File: config.mk
export PLATFORM = sky130hd
export DESIGN_NAME = seg_bcd_display
export DESIGN_NICKNAME = d
export VERILOG_FILES = /design/src/rtl/seg_pkg.sv /design/src/rtl/seg_digit_dec.sv /design/src/rtl/seg_ripple_chain.sv /design/src/rtl/seg_bcd_display.sv
export SDC_FILE = /design/constraint.sdc
export NUM_CORES = 1
export LEC_CHECK = 0
export ABC_AREA = 1
export BUFFER_PORTS_ARGS = -buffer_cell sky130_fd_sc_hd__buf_2
export CAP_MARGIN = 25
export CORE_MARGIN = 5
export CORE_UTILIZATION = 45
export CTS_CLUSTER_DIAMETER = 80
export DETAILED_ROUTE_END_ITERATION = 12
export PLACE_DENSITY = 0.76
export SLEW_MARGIN = 25
export SYNTH_ARGS = -nofsm -noshare
export SYNTH_HDL_FRONTEND = slang
export SYNTH_SLANG_ARGS = --single-unit
File: constraint.sdc
create_clock -name clk -period 1.2 [get_ports clk]
set_input_delay 0.24 -clock clk [delete_from_list [all_inputs] [get_ports clk]]
set_output_delay 0.24 -clock clk [all_outputs]
set_load 0.01 [all_outputs]
File: src/rtl/seg_pkg.sv
package seg_pkg;

    localparam int SEG_W = 7;
    localparam int BCD_W = 4;

    typedef logic [SEG_W-1:0] seg_t;
    typedef logic [BCD_W-1:0] bcd_t;

    // bit 0 = a ... bit 6 = g
    localparam seg_t SEG_ALL  = 7'h7F;
    localparam seg_t SEG_NONE = 7'h00;

    typedef struct packed {
        seg_t seg;
        logic rbo_n;
    } digit_out_t;

    function automatic seg_t glyph_of(input bcd_t code);
        seg_t s;
        case (code)
            4'd0:    s = 7'h3F;
            4'd1:    s = 7'h06;
            4'd2:    s = 7'h5B;
            4'd3:    s = 7'h4F;
            4'd4:    s = 7'h66;
            4'd5:    s = 7'h6D;
            4'd6:    s = 7'h7C;
            4'd7:    s = 7'h07;
            4'd8:    s = 7'h7F;
            4'd9:    s = 7'h67;
            4'd10:   s = 7'h58;
            4'd11:   s = 7'h4C;
            4'd12:   s = 7'h62;
            4'd13:   s = 7'h69;
            4'd14:   s = 7'h78;
            default: s = 7'h00;
        endcase
        return s;
    endfunction

endpackage

File: src/rtl/seg_digit_dec.sv
module seg_digit_dec
    import seg_pkg::*;
#(
    parameter bit MERGE_BI_RBO = 1'b0
) (
    input  logic [BCD_W-1:0] code,
    input  logic             blank_n,
    input  logic             lamp_test_n,
    input  logic             rbi_n,
    output digit_out_t       dout
);

    logic is_zero;
    logic suppress;
    logic rbo_raw_n;

    assign is_zero  = (code == '0);
    // suppression only when no higher-priority override is active
    assign suppress = blank_n && lamp_test_n && !rbi_n && is_zero;

    always_comb begin
        if (!blank_n) begin
            dout.seg = SEG_NONE;
        end else if (!lamp_test_n) begin
            dout.seg = SEG_ALL;
        end else if (suppress) begin
            dout.seg = SEG_NONE;
        end else begin
            dout.seg = glyph_of(code);
        end
    end

    assign rbo_raw_n = !suppress;

    generate
        if (MERGE_BI_RBO) begin : g_wired
            assign dout.rbo_n = rbo_raw_n & blank_n;
        end else begin : g_split
            assign dout.rbo_n = rbo_raw_n;
        end
    endgenerate

endmodule

File: src/rtl/seg_ripple_chain.sv
module seg_ripple_chain
    import seg_pkg::*;
#(
    parameter int N_DIGITS         = 4,
    parameter bit SUPPRESS_LEADING = 1'b1,
    parameter bit MERGE_BI_RBO     = 1'b0,
    localparam int BCD_BITS        = N_DIGITS * BCD_W,
    localparam int SEG_BITS        = N_DIGITS * SEG_W
) (
    input  logic [BCD_BITS-1:0] bcd_in,
    input  logic [N_DIGITS-1:0] blank_n,
    input  logic [N_DIGITS-1:0] lamp_test_n,
    output logic [SEG_BITS-1:0] seg,
    output logic [N_DIGITS-1:0] rbo_n
);

    logic [N_DIGITS-1:0] rbi_n;
    digit_out_t          dout [N_DIGITS];

    generate
        for (genvar g = 0; g < N_DIGITS; g++) begin : g_digit
            if (g == 0) begin : g_lsd
                assign rbi_n[g] = 1'b1;
            end else if (g == N_DIGITS - 1) begin : g_msd
                assign rbi_n[g] = !SUPPRESS_LEADING;
            end else begin : g_mid
                assign rbi_n[g] = dout[g+1].rbo_n;
            end

            seg_digit_dec #(
                .MERGE_BI_RBO(MERGE_BI_RBO)
            ) u_dec (
                .code        (bcd_in[g*BCD_W +: BCD_W]),
                .blank_n     (blank_n[g]),
                .lamp_test_n (lamp_test_n[g]),
                .rbi_n       (rbi_n[g]),
                .dout        (dout[g])
            );

            assign seg[g*SEG_W +: SEG_W] = dout[g].seg;
            assign rbo_n[g]              = dout[g].rbo_n;
        end
    endgenerate

endmodule

File: src/rtl/seg_bcd_display.sv
module seg_bcd_display
    import seg_pkg::*;
#(
    parameter int N_DIGITS         = 4,
    parameter bit SUPPRESS_LEADING = 1'b1,
    parameter bit MERGE_BI_RBO     = 1'b0,
    localparam int BCD_BITS        = N_DIGITS * BCD_W,
    localparam int SEG_BITS        = N_DIGITS * SEG_W
) (
    input  logic                clk,
    input  logic                rst_n,
    input  logic [BCD_BITS-1:0] bcd_in,
    input  logic [N_DIGITS-1:0] blank_n,
    input  logic [N_DIGITS-1:0] lamp_test_n,
    output logic [SEG_BITS-1:0] seg_q,
    output logic [N_DIGITS-1:0] rbo_n_q
);

    typedef struct packed {
        logic [SEG_BITS-1:0] seg;
        logic [N_DIGITS-1:0] rbo_n;
    } disp_state_t;

    disp_state_t         state_d;
    disp_state_t         state_q;
    logic [SEG_BITS-1:0] chain_seg;
    logic [N_DIGITS-1:0] chain_rbo_n;

    seg_ripple_chain #(
        .N_DIGITS         (N_DIGITS),
        .SUPPRESS_LEADING (SUPPRESS_LEADING),
        .MERGE_BI_RBO     (MERGE_BI_RBO)
    ) u_chain (
        .bcd_in      (bcd_in),
        .blank_n     (blank_n),
        .lamp_test_n (lamp_test_n),
        .seg         (chain_seg),
        .rbo_n       (chain_rbo_n)
    );

    always_comb begin
        state_d       = state_q;
        state_d.seg   = chain_seg;
        state_d.rbo_n = chain_rbo_n;
    end

    always_ff @(posedge clk) begin
        if (!rst_n) begin
            state_q.seg   <= '0;
            state_q.rbo_n <= '1;
        end else begin
            state_q <= state_d;
        end
    end

    assign seg_q   = state_q.seg;
    assign rbo_n_q = state_q.rbo_n;

endmodule

**Word level (Yosys, flattened, before mapping)**

Memory sizes are Yosys's and may differ from the RTL's.
Cells that the tools add are included.

- Register bits after elaboration: 32
- Bits in read-only memories: 448
- Input port bits: 26
- Output and inout port bits: 32
- Logic and storage cells: 35
- Memories: 4

Memories:

| name | words | width | rd ports | clocked after Yosys merged registers in | wr ports | RTL line | source |
|---|---|---|---|---|---|---|---|
| (name not given) | 16 | 7 | 1 | 0 | 0 | seg_pkg.sv:20 | `case (code)` |
| (name not given) | 16 | 7 | 1 | 0 | 0 | seg_pkg.sv:20 |  |
| (name not given) | 16 | 7 | 1 | 0 | 0 | seg_pkg.sv:20 |  |
| (name not given) | 16 | 7 | 1 | 0 | 0 | seg_pkg.sv:20 |  |

- Multiplexer cells: 7
- Reductions and logical operators: 18

Operators by type and width:

| cell | number |
|---|---|
| two-way mux 7 bit | 7 |
| logical NOT 4 bit | 3 |
| logical AND 1 bit | 8 |
| AND reduction 2 bit | 4 |
| logical NOT 1 bit | 3 |

**Depth between registers and ports, before layout**

- Depth in word-level cells: 8
- Gate-level depth with buffers: 8
- Mapped depth without buffers: 8

**Modules after synthesis**

From an unflattened synthesis, not the netlist that was laid out.

- Cell total of the unflattened synthesis: 321
- Area total of the unflattened synthesis: 2173.3 um^2

By module, submodules not included:

| module | times used | cells each | area an instance (um^2) | sequential area each (um^2) |
|---|---|---|---|---|
| seg_digit_dec | 4 | 55 | 312.8 | 0.0 |
| seg_bcd_display | 1 | 99 | 914.6 | 640.6 |
| seg_ripple_chain | 1 | 2 | 7.5 | 0.0 |

**Worst setup path before layout**

OpenSTA, ideal clock, no wires.

- Path type: input to register
- Start: input bcd_in[9]
- End: register state_q (netlist bit seg_q[12])
- Library setup time: 0.122 ns
- Data arrival time: 1.054 ns
- Required time: 1.078 ns
- Setup slack: 0.024 ns
- Cell stages on the path: 7
- Path buffers: 0
- Cells stage by stage: inv_1 -> ha_1 -> nand3_1 -> nor2_4 -> nand3_4 -> nand2_4 -> a21oi_1

- Longest elaborated chain between the ends: 6

RTL lines:

| what | RTL line | source |
|---|---|---|
| start: declaration | seg_bcd_display.sv:12 | `input logic [BCD_BITS-1:0] bcd_in,` |
| logical NOT 4 bit | seg_digit_dec.sv:17 | `assign is_zero = (code == '0);` |
| logical AND 1 bit (3 in series) | seg_digit_dec.sv:19 | `assign suppress = blank_n && lamp_test_n && !rbi_n && is_zero;` |
| two-way mux 7 bit | seg_digit_dec.sv:26 | `end else if (suppress) begin` |
| two-way mux 7 bit | seg_digit_dec.sv:24 | `end else if (!lamp_test_n) begin` |
| end signal: assignment | seg_bcd_display.sv:52 | `state_q <= state_d;` |
| end: declaration | seg_bcd_display.sv:25 | `disp_state_t state_q;` |

Every way passes these cells.
A chain may end at the register's enable or synchronous reset.

**Worst setup path in the final report**

- Start: input bcd_in[13]
- End: register state_q (netlist bit seg_q[12])

- Longest elaborated chain between the ends: 8

RTL lines:

| what | RTL line |
|---|---|
| logical NOT 4 bit | seg_digit_dec.sv:17 |
| logical AND 1 bit (5 in series) | seg_digit_dec.sv:19 |
| two-way mux 7 bit | seg_digit_dec.sv:26 |
| two-way mux 7 bit | seg_digit_dec.sv:24 |

Every way passes these cells.

==> out/results.txt <==
The share of final-layout standard cells stronger than drive strength 1 came out at 0.351. After technology mapping, the gate count stands at 215. The internal power of the cells totals 1810 µW. In the final layout, the multi-input gates occupy 973 µm². The die area was 5150 µm²; the global route total overflow was 0. Input and output buffers added on the ports amount to 56.

Number of optimization iterations in the first detailed-route pass: 4. The post-synthesis mux area share is 0. The post-synthesis xor/xnor area fraction was 0; the core outline area was 3690 µm².

Across all setup checks in the final design, the least slack found is 0.168 ns. The largest fanout of any net on the critical path works out to 7. The number of pins with negative max-slew slack in the final report came out at 0. The tools report the count of standard-cell rows as 22. The width of the die was 71.8 µm. The run finished with clean final reports.

The library cells used most frequently in the layout, excluding fill and tap cells, are sky130_fd_sc_hd__buf_2 (56), sky130_fd_sc_hd__nand2_1 (33), sky130_fd_sc_hd__dfxtp_1 (31). The total of hold buffers inserted after clock tree synthesis came out at 0. The average wire per cell in the routed design is 10.4 µm.

For this run, the post-layout net count is 346. The instance count along the most critical hold path was 2. CTS placed an instance of sky130_fd_sc_hd__clkbuf_8 at the clock tree root. For this block, the routed nets add up to 3.61 mm of wire. The cell with the biggest individual delay on the critical path was sky130_fd_sc_hd__ha_1.

The number of gates resized after CTS was 0. In this run, CTS created clock tree buffers numbering 5. In this run the vertical extent of the chip is 71.8 µm.

The detailed router's first-iteration violation count is 90, and the cell total after placement is 339. 0 antenna diodes ended up in the layout. The run gives 347 as the non-filler instance count after layout. The logs give 0 for the post-CTS setup-driven buffer insertion count and 621 µm² for the register area. After detailed routing, the number of remaining DRC violations is 0. In this design, the critical path's most frequently occurring cell is sky130_fd_sc_hd__nand2_4. The register share of total power was 0.447. The critical path goes through buf_2, inv_1, ha_1, nand2_4, nor2_8, nand3_4, nand2_4, a21oi_1. For the number of maximum-capacitance violations, the log shows 0.

The share of the cycle needed by the critical path after routing is 0.860. For the pin count of the biggest net entering global routing, the log shows 12. Setup repair after global routing left no endpoint under its margin. Averaged over all synthesized cells, the footprint is 7.98 µm². The portion of the post-synthesis area used by sequential elements came out at 0.362.

The final hold violation count was 0; the number of top-level pins was 58. The analysis attributes to cell leakage a power of 0.00128 µW. The tools report the switching power as 641 µW. The clock passes through at most 2 buffers.

Compared with the post-synthesis result, the final layout area differs by 34.7%. By startpoint and endpoint, the worst setup path is classified as input port to flop. In this run the power density over the cells is 1060 nW/µm².

For the number of warning messages in the yosys log, the log shows 0. Startpoint of the most critical hold path: lamp_test_n[3]. Once detail routing completed, the nets flagged for antenna violations numbered 0.

For the proportion of power drawn by the clock network, the log shows 0.358. The largest voltage drop on the vdd net was 0.410 mV. Grouping stages by cell kind, the critical path spends the most delay in simple AND/OR/NAND/NOR gates. The number of antenna violations at the first check in global routing is 0. For the worst setup path, the data arrival time is 1.20 ns. The tools report the H-tree level count as 2. For the global-route wire length before repair, the log shows 5.89 mm. After clock tree synthesis, the clock-pin slew on the worst setup and hold paths is 0.06 ns. For hold timing, the worst endpoint is seg_q[25]$_SDFF_PN0_.

The synthesized-area fraction occupied by adder cells works out to 0.160. The largest single stage delay on the critical path is 0.25 ns. The min-delay analysis places its worst path in the category input port to flop.

The type of element launching the critical path is an input port. The tools report the share of power burned in combinational logic as 0.195. Leaving out fill and tap cells, the most frequent cell in the layout is sky130_fd_sc_hd__buf_2.

Fill cells in the final layout number 340. At the worst endpoint, the required time is 1.36 ns. The net count after synthesis was 263.

Global placement routability congestion: 0.884. The final critical-path required period was 1.03 ns. The simple-gate area share of the yosys netlist was 0.227; the number of buffer and inverter instances along the worst setup path was 2. For the cell area after synthesis, the log shows 1720 µm².

The worst setup path is captured at a flop. Area fraction in compound gates after synthesis: 0.177. TritonCTS built the clock tree.

The total number of vias is 1599. The switching share of total power is 0.261. Number of clock sinks: 31. By area, the combinational part of the netlist is dominated by simple AND/OR/NAND/NOR gates. The vias per cell was 4.61. The number of global-route vias before repair was 1433; the half-perimeter wire length after placement was 2.95 mm. Timing would allow up to 969 MHz. The synthesized design contains 31 register bits. Prior to clock tree synthesis, the placed netlist has a worst setup slack of -0.128 ns. The number of failing setup endpoints in the final timing report was 0; the starting density of the core was 0.465. In this run, distinct cell masters in the synthesized netlist total 29. The total track usage is 0.142.
-- registers in the layout, indices dropped and copies added (netlist names) --
register / cells
rbo_n_q: 3
seg_q: 28
-- per-layer routing --
metal	global-route usage	vias up	wire [µm]	part of all wire
met3	0.0421	3	226	0.063
li1	-	862	-	-
met4	0.0564	0	18	0.0050
met5	0	-	0	0
met1	0.156	696	1540	0.43
met2	0.255	38	1830	0.51
-- power by group through the flow --
stage,registers [µW],logic (µW),clock network (µW)
after detailed placement,1120,478,0
after global placement,1120,471,0
final,1100,479,878
after CTS,1100,481,900
after global routing,1100,539,945
after floorplan,1160,223,0
-- Yosys cell counts, drive strengths merged --
master	number	area (µm²)
ha	22	275
nand3	11	92.6
nand2	37	164
nor2	21	110
o22ai	1	6.26
buf	3	17.5
dfxtp	31	621
a211oi	1	7.51
a21oi	27	143
or2	1	6.26
o21ai	25	125
and3	1	6.26
conb	1	3.75
o21bai	1	7.51
inv	28	105
nand4	1	6.26
o211ai	1	7.51
o31ai	1	7.51
nor3	1	5.00
-- how the worst max path moves through the flow --
stage | start | end | cells after the start
2_1_floorplan | bcd_in[9] | seg_q[12]$_SDFF_PN0_ | 7
3_3_place_gp | bcd_in[13] | seg_q[12]$_SDFF_PN0_ | 8
3_5_place_dp | bcd_in[13] | seg_q[12]$_SDFF_PN0_ | 8
4_1_cts | bcd_in[13] | seg_q[12]$_SDFF_PN0_ | 8
5_1_grt | bcd_in[5] | seg_q[12]$_SDFF_PN0_ | 8
6_report | bcd_in[13] | seg_q[12]$_SDFF_PN0_ | 8
-- metrics by stage --
| step | instance area [µm²] | util | total power, µW | setup TNS (ns) | hold slack, ns |
|---|---|---|---|---|---|
| finish | 2310 | 0.627 | 2450 | 0 | 0.234 |
| global route | 2310 | 0.627 | 2590 | 0 | 0.235 |
| CTS | 2310 | 0.627 | 2480 | 0 | 0.230 |
| detailed placement | 2210 | 0.600 | 1600 | -2.12 | 0.524 |
| global placement | 2210 | 0.600 | 1590 | -1.50 | 0.510 |
| floorplan | 1720 | - | 1380 | 0 | 0.329 |
-- cell families after synthesis --
group / after synthesis
AOI/OAI and AO/OA: 57
and+or+nand+nor: 73
DFF: 31
other: 1
adders and majority gates: 22
buffers and inverters: 31
-- cell type report --
type                            instances  area share
Tap cell                               48      0.0260
Timing Repair Buffer                   79       0.196
Clock buffer                            8      0.0433
Sequential cell                        31       0.268
Inverter                               28      0.0455
Multi-Input combinational cell        153       0.421
(Power assumes the default switching activity.)
